`config.mk`:
```
export PLATFORM = sky130hd
export DESIGN_NAME = pipe_cmd_frontend
export DESIGN_NICKNAME = d
export VERILOG_FILES = /design/src/rtl/pipe_pkg.sv /design/src/rtl/pipe_chan_table.sv /design/src/rtl/pipe_page_fit.sv /design/src/rtl/pipe_cmd_frontend.sv
export SDC_FILE = /design/constraint.sdc
export NUM_CORES = 2
export LEC_CHECK = 0
export BUFFER_PORTS_ARGS = -buffer_cell sky130_fd_sc_hd__buf_2
export CAP_MARGIN = 0
export CELL_PAD_IN_SITES_DETAIL_PLACEMENT = 1
export CELL_PAD_IN_SITES_GLOBAL_PLACEMENT = 1
export CORE_UTILIZATION = 46
export CTS_CLUSTER_DIAMETER = 100
export CTS_CLUSTER_SIZE = 30
export DETAILED_ROUTE_END_ITERATION = 7
export GPL_TIMING_DRIVEN = 0
export MAX_ROUTING_LAYER = met4
export PLACE_DENSITY_LB_ADDON = 0.08
export SYNTH_ARGS = -nofsm -noshare
export SYNTH_HDL_FRONTEND = slang
export SYNTH_HIERARCHICAL = 1
export SYNTH_SLANG_ARGS = --single-unit
```
`constraint.sdc`:
```
create_clock -name clk -period 7.05 [get_ports clk]
set_clock_uncertainty 0.2 [all_clocks]
set_input_delay 1.7625 -clock clk [delete_from_list [all_inputs] [get_ports clk]]
set_output_delay 1.7625 -clock clk [all_outputs]
set_load 0.02 [all_outputs]
```
`src/rtl/pipe_pkg.sv`:
```
package pipe_pkg;
   localparam int REG_AW = 3;

   localparam logic [REG_AW-1:0] OFF_ID_LO   = 3'd0;
   localparam logic [REG_AW-1:0] OFF_ID_HI   = 3'd1;
   localparam logic [REG_AW-1:0] OFF_BUF_LO  = 3'd2;
   localparam logic [REG_AW-1:0] OFF_BUF_HI  = 3'd3;
   localparam logic [REG_AW-1:0] OFF_LEN     = 3'd4;
   localparam logic [REG_AW-1:0] OFF_CMD     = 3'd5;
   localparam logic [REG_AW-1:0] OFF_STATUS  = 3'd6;
   localparam logic [REG_AW-1:0] OFF_INFO    = 3'd7;

   typedef enum logic [2:0] {
      OP_OPEN   = 3'd0,
      OP_CLOSE  = 3'd1,
      OP_WRITE  = 3'd2,
      OP_READ   = 3'd3,
      OP_WAIT_W = 3'd4,
      OP_WAIT_R = 3'd5,
      OP_POLL   = 3'd6
   } pipe_op_e;

   localparam logic [31:0] ST_OK      = 32'd0;
   localparam logic [31:0] ST_INVALID = 32'hFFFF_FFFF;
   localparam logic [31:0] ST_AGAIN   = 32'hFFFF_FFFE;
   localparam logic [31:0] ST_NOCHAN  = 32'hFFFF_FFFD;
endpackage

```
`src/rtl/pipe_chan_table.sv`:
```
module pipe_chan_table #(
   parameter int N_CH = 8,
   parameter int ID_W = 64
) (
   input  logic                     clk,
   input  logic                     rst_n,
   input  logic [ID_W-1:0]          lookup_id,
   output logic                     hit,
   output logic [$clog2(N_CH)-1:0]  hit_idx,
   output logic [2:0]               hit_flags,
   output logic                     free_ok,
   output logic [$clog2(N_CH)-1:0]  free_idx,
   input  logic                     alloc_en,
   input  logic                     rel_en,
   input  logic                     set_rd_en,
   input  logic                     set_wr_en
);
   localparam int IDX_W = $clog2(N_CH);

   logic [N_CH-1:0] vld;
   logic [N_CH-1:0] wait_rd;
   logic [N_CH-1:0] wait_wr;
   logic [ID_W-1:0] ids [N_CH];

   for (genvar i = 0; i < N_CH; i++) begin : g_ent
      logic            v_q, r_q, w_q;
      logic [ID_W-1:0] id_q;
      always_ff @(posedge clk) begin
         if (!rst_n) begin
            v_q  <= 1'b0;
            r_q  <= 1'b0;
            w_q  <= 1'b0;
            id_q <= '0;
         end else if (alloc_en && free_idx == IDX_W'(i)) begin
            v_q  <= 1'b1;
            r_q  <= 1'b0;
            w_q  <= 1'b0;
            id_q <= lookup_id;
         end else if (rel_en && hit_idx == IDX_W'(i)) begin
            v_q <= 1'b0;
            r_q <= 1'b0;
            w_q <= 1'b0;
         end else begin
            if (set_rd_en && hit_idx == IDX_W'(i)) r_q <= 1'b1;
            if (set_wr_en && hit_idx == IDX_W'(i)) w_q <= 1'b1;
         end
      end
      assign vld[i]     = v_q;
      assign wait_rd[i] = r_q;
      assign wait_wr[i] = w_q;
      assign ids[i]     = id_q;
   end

   always_comb begin
      hit      = 1'b0;
      hit_idx  = '0;
      free_ok  = 1'b0;
      free_idx = '0;
      for (int i = 0; i < N_CH; i++) begin
         if (!hit && vld[i] && ids[i] == lookup_id) begin
            hit     = 1'b1;
            hit_idx = IDX_W'(i);
         end
         if (!free_ok && !vld[i]) begin
            free_ok  = 1'b1;
            free_idx = IDX_W'(i);
         end
      end
      hit_flags = hit ? {wait_wr[hit_idx], wait_rd[hit_idx], 1'b1} : 3'b000;
   end
endmodule

```
`src/rtl/pipe_page_fit.sv`:
```
module pipe_page_fit #(
   parameter int BUF_AW    = 64,
   parameter int PAGE_BITS = 12
) (
   input  logic [BUF_AW-1:0] base,
   input  logic [31:0]       len,
   output logic              fits
);
   localparam logic [32:0] PAGE_BYTES = 33'(1) << PAGE_BITS;

   logic [32:0] end_off;
   assign end_off = {1'b0, len} + 33'(base[PAGE_BITS-1:0]);
   assign fits    = end_off <= PAGE_BYTES;
endmodule

```
`src/rtl/pipe_cmd_frontend.sv`:
```
module pipe_cmd_frontend
   import pipe_pkg::*;
#(
   parameter int N_CH      = 8,
   parameter int ID_W      = 64,
   parameter int BUF_AW    = 64,
   parameter int PAGE_BITS = 12
) (
   input  logic               clk,
   input  logic               rst_n,
   input  logic               wr_en,
   input  logic [REG_AW-1:0]  addr,
   input  logic [31:0]        wdata,
   output logic [31:0]        rdata,
   output logic               busy,
   output logic               svc_req,
   output logic [2:0]         svc_op,
   output logic [ID_W-1:0]    svc_chan,
   output logic [BUF_AW-1:0]  svc_addr,
   output logic [31:0]        svc_size,
   input  logic               svc_ack,
   input  logic [31:0]        svc_result
);
   if (N_CH < 2)                          begin : g_bad_depth $error("N_CH must be at least 2"); end
   if (ID_W < 1 || ID_W > 64)             begin : g_bad_id    $error("ID_W must be 1..64"); end
   if (BUF_AW < 32 || BUF_AW > 64)        begin : g_bad_aw    $error("BUF_AW must be 32..64"); end
   if (PAGE_BITS < 1 || PAGE_BITS > 31)   begin : g_bad_page  $error("PAGE_BITS must be 1..31"); end

   localparam int IDX_W = $clog2(N_CH);

   logic [ID_W-1:0]   chan_q, chan_commit;
   logic [BUF_AW-1:0] buf_q, buf_commit;
   logic [31:0]       len_q;
   logic [31:0]       status_q;

   wire wr_id_lo  = wr_en && addr == OFF_ID_LO;
   wire wr_buf_lo = wr_en && addr == OFF_BUF_LO;

   // Upper words are staged and only take effect with the lower-word write.
   if (ID_W > 32) begin : g_id_wide
      logic [ID_W-33:0] hi_stage;
      always_ff @(posedge clk) begin
         if (!rst_n) hi_stage <= '0;
         else if (wr_en && addr == OFF_ID_HI) hi_stage <= wdata[ID_W-33:0];
      end
      assign chan_commit = {hi_stage, wdata};
   end else begin : g_id_narrow
      assign chan_commit = wdata[ID_W-1:0];
   end

   if (BUF_AW > 32) begin : g_buf_wide
      logic [BUF_AW-33:0] hi_stage;
      always_ff @(posedge clk) begin
         if (!rst_n) hi_stage <= '0;
         else if (wr_en && addr == OFF_BUF_HI) hi_stage <= wdata[BUF_AW-33:0];
      end
      assign buf_commit = {hi_stage, wdata};
   end else begin : g_buf_narrow
      assign buf_commit = wdata;
   end

   always_ff @(posedge clk) begin
      if (!rst_n) begin
         chan_q <= '0;
         buf_q  <= '0;
         len_q  <= '0;
      end else begin
         if (wr_id_lo)                     chan_q <= chan_commit;
         if (wr_buf_lo)                    buf_q  <= buf_commit;
         if (wr_en && addr == OFF_LEN)     len_q  <= wdata;
      end
   end

   logic             hit, free_ok;
   logic [IDX_W-1:0] hit_idx, free_idx;
   logic [2:0]       hit_flags;
   logic             fits;
   logic             do_alloc, do_rel, do_set_rd, do_set_wr, do_launch;
   logic [31:0]      st_nxt;

   wire cmd_fire = wr_en && addr == OFF_CMD && !svc_req;

   pipe_chan_table #(.N_CH(N_CH), .ID_W(ID_W)) u_table (
      .clk       (clk),
      .rst_n     (rst_n),
      .lookup_id (chan_q),
      .hit       (hit),
      .hit_idx   (hit_idx),
      .hit_flags (hit_flags),
      .free_ok   (free_ok),
      .free_idx  (free_idx),
      .alloc_en  (do_alloc),
      .rel_en    (do_rel),
      .set_rd_en (do_set_rd),
      .set_wr_en (do_set_wr)
   );

   pipe_page_fit #(.BUF_AW(BUF_AW), .PAGE_BITS(PAGE_BITS)) u_page (
      .base (buf_q),
      .len  (len_q),
      .fits (fits)
   );

   always_comb begin
      st_nxt    = ST_OK;
      do_alloc  = 1'b0;
      do_rel    = 1'b0;
      do_set_rd = 1'b0;
      do_set_wr = 1'b0;
      do_launch = 1'b0;
      if (wdata > 32'd6 || chan_q == '0) begin
         st_nxt = ST_INVALID;
      end else if (wdata[2:0] == OP_OPEN) begin
         if (hit || !free_ok) st_nxt = ST_INVALID;
         else                 do_alloc = cmd_fire;
      end else if (!hit) begin
         st_nxt = ST_NOCHAN;
      end else begin
         case (wdata[2:0])
            OP_CLOSE:          do_rel    = cmd_fire;
            OP_WAIT_W:         do_set_wr = cmd_fire;
            OP_WAIT_R:         do_set_rd = cmd_fire;
            OP_WRITE, OP_READ: begin
               if (fits) do_launch = cmd_fire;
               else      st_nxt    = ST_INVALID;
            end
            default:           do_launch = cmd_fire;
         endcase
      end
   end

   always_ff @(posedge clk) begin
      if (!rst_n) begin
         status_q <= ST_OK;
         svc_req  <= 1'b0;
         svc_op   <= '0;
         svc_chan <= '0;
         svc_addr <= '0;
         svc_size <= '0;
      end else if (cmd_fire) begin
         status_q <= st_nxt;
         if (do_launch) begin
            svc_req  <= 1'b1;
            svc_op   <= wdata[2:0];
            svc_chan <= chan_q;
            svc_addr <= buf_q;
            svc_size <= len_q;
         end
      end else if (svc_req && svc_ack) begin
         svc_req  <= 1'b0;
         status_q <= svc_result;
      end
   end

   assign busy = svc_req;

   logic [63:0] chan_ext, buf_ext;
   assign chan_ext = 64'(chan_q);
   assign buf_ext  = 64'(buf_q);

   always_comb begin
      case (addr)
         OFF_ID_LO:  rdata = chan_ext[31:0];
         OFF_ID_HI:  rdata = chan_ext[63:32];
         OFF_BUF_LO: rdata = buf_ext[31:0];
         OFF_BUF_HI: rdata = buf_ext[63:32];
         OFF_LEN:    rdata = len_q;
         OFF_STATUS: rdata = status_q;
         OFF_INFO:   rdata = {29'd0, hit_flags};
         default:    rdata = 32'd0;
      endcase
   end
endmodule

```
==> flow_metrics.py <==
metrics = {
    "floorplanning": {
        "pin_count": 268,
        "initial_core_util_pct": 46.5,
        "rows": 114,
        "die_w_um": 315,
        "core_region_area_mm2": 0.0969,
        "die_height_um": 315,
        "dieArea_mm2": 0.0991,
    },
    "worst_setup_path": {
        "cp.arrival_ns": 5.23,
        "critPathTopFamily": "simple AND/OR/NAND/NOR gates",
        "path_class": "reg2out",
        "cp-startpoint": "chan_ext[50]$_SDFFE_PN0P_",
        "crit_path_top_delay_cell": "xnor2_1",
        "r2r_start": "chan_ext[59]$_SDFFE_PN0P_",
        "cpPeakStageDelay_ns": 0.62,
        "critPathBufInv": 4,
        "crit_chain": "clkbuf_8 -> xnor2_1 -> nand4_1 -> nor4_2 -> nand4b_1 -> buf_6 -> o22a_4 -> and4_4 -> nor3_4 -> buf_6 -> mux2i_4 -> o2111ai_4 -> mux4_2 -> mux2_4 -> buf_4",
        "worstPathRequired_ns": 5.09,
        "endpoint_kind": "primary output",
        "cp-start-kind": "flip-flop",
        "cpMostUsedCell": "buf_6",
        "path_max_fanout": 8,
    },
    "detailed_routing": {
        "firstDrtPassIters": 8,
        "viasPerCell": 6.42,
        "wirelength_um": 236000,
        "drc_errors": 60,
        "wl_per_cell_um": 32.3,
        "postRouteAntennaNets": 0,
        "vias": 46894,
        "drt_iter0_drc": 7445,
    },
    "sta": {
        "hold_viol_final": 0,
        "setup_viol": 2,
        "max_freq_mhz": 139,
        "setup_slack_ns": -0.139,
        "tightest_slew_ns": 1.41,
        "min_period_over_period_pct": 102,
        "period_minus_slack_ns": 7.19,
        "relSlewSlack_pct": 5.32,
        "finalSetupTns_ns": -0.164,
        "drv_slew": 0,
    },
    "cts": {
        "clk_pin_slew_ns": 0.12,
        "hold_buffers": 0,
        "cts_tree": "yes",
        "cts_made_buffers": 42,
        "root_buffer": "clkbuf_16",
        "clk_latency_ns": 0.70,
        "htreeDepth": 2,
        "clock_path_buffers": 3,
        "cts.sinks": 956,
    },
    "outcome": {
        "outcome": "finished, violations left",
        "violations": "DRC, setup timing",
    },
    "grt": {
        "grt_max_degree": 31,
        "antenna_found_initial": 14,
        "grt_pass1_wl_um": 322000,
        "grt_overflow": 0,
        "grt_pass1_vias": 43280,
        "grt_util_all_layers_pct": 47.1,
    },
    "layout": {
        "layout_commonest_cell": "nand2_1",
        "area_growth_pct": 14.6,
        "final_cell_mix": "nand2_1, dfxtp_1, a21boi_0",
        "nets": 6082,
        "register_area_mm2": 0.0194,
        "fill_cells": 11799,
        "drive_above_1_share_pct": 12.6,
        "multi_input_area_mm2": 0.0245,
    },
    "place": {
        "dp_hpwl_um": 181000,
        "gp_congestion": 1.03,
        "preCtsSetupSlack_ns": -1.46,
        "io_buffers": 267,
    },
    "synthesis": {
        "synth.avg_cell_area_um2": 7.96,
        "yosysWarnings": 6,
        "syn_inst": 5655,
        "netlist_area_mm2": 0.0450,
        "synth_nets": 5739,
    },
    "power_and_ir_drop": {
        "p_per_area_mw_per_mm2": 186,
        "leakage_nw": 18.0,
        "max-vdd-ir-drop_v": 0.000258,
    },
    "hold_path": {
        "hold_start": "g_id_wide.hi_stage[23]$_SDFFE_PN0P_",
        "holdCritPathClass": "reg2reg",
    },
    "job": {
        "drv_cap": 0,
    },
}
## flip-flops by register name, indices dropped and copies added, names as in the netlist
name,cells
u_table/g_ent.id_q,512
buf_ext,64
chan_ext,64
svc_addr,64
svc_chan,64
g_buf_wide.hi_stage,32
g_id_wide.hi_stage,32
len_q,32
status_q,32
svc_size,32
u_table/g_ent.r_q,8
u_table/g_ent.v_q,8
u_table/g_ent.w_q,8
svc_op,3
busy,1
## per-stage QoR
| step | utilization (%) | std cells | hold WS [ns] | area (µm²) | power (mW) |
|---|---|---|---|---|---|
| after global routing | 53.2 | 7303 | 0.278 | 51600 | 9.77 |
| after global placement | 49.5 | 7198 | 0.237 | 47900 | 6.34 |
| after CTS | 52.7 | 7277 | 0.258 | 51000 | 9.51 |
| final | 53.3 | 7306 | 0.259 | 51600 | 9.60 |
| after floorplan | - | 5655 | 0.232 | 45000 | 5.99 |
| after detailed placement | 49.5 | 7198 | 0.247 | 47900 | 6.36 |
## path summary, 6_finish.rpt
check | endpoint | slack [ns] | depth (start not counted)
setup / recovery | rdata[2] | -0.14 | 15
hold reg to reg | chan_ext[55]$_SDFFE_PN0P_ | 0.26 | 2
setup reg to reg | u_table/g_ent[3].id_q[33]$_SDFFE_PN0P_ | 0.21 | 17
hold / removal | chan_ext[55]$_SDFFE_PN0P_ | 0.26 | 2
## area by class of cell
cell class                      count  area share, %
Antenna cell                        8         0.0388
Buffer                            535           5.48
Clock buffer                       49           2.25
Clock inverter                     19          0.381
Inverter                           67          0.502
Multi-Input combinational cell   4087           47.5
Sequential cell                   956           37.5
Tap cell                         1276           3.10
Timing Repair Buffer              309           3.25
## per-layer routing
layer | track usage, % | share of wire (%) | vias to the layer above
met5 | - | 0 | -
met4 | 13.9 | 3.1 | 0
met3 | 19.7 | 16 | 416
met2 | 60.8 | 39 | 2908
met1 | 65.3 | 42 | 23520
li1 | - | - | 20050
## power breakdown
part / internal [mW] / total, mW / switching (mW) / leakage (nW)
clock: 1.24 / 3.28 / 2.04 / 0.660
combinational: 0.222 / 0.859 / 0.637 / 9.61
sequential: 5.41 / 5.46 / 0.0561 / 7.75
## worst reg2reg max path, cell delays in order (launching register included)
cell	delay, ns
dfxtp_4	0.45
clkbuf_16	0.24
clkbuf_2	0.43
xor2_2	0.50
nor3_1	0.11
nand4_1	0.11
buf_4	0.19
buf_4	0.15
o22ai_1	0.15
or4_1	0.72
or4b_2	0.71
nor3_2	0.45
nand3_1	0.28
nor3b_1	0.38
clkbuf_1	0.73
buf_1	0.56
nand2_1	0.13
a21boi_0	0.23
## what timing repair did
action,CTS,global route
resized for setup,501,87
pin swaps,29,36
setup buffers,15,27
setup endpoints to repair,621,25
gates cloned,0,0
Note: power is estimated with default switching activity, not from simulation.
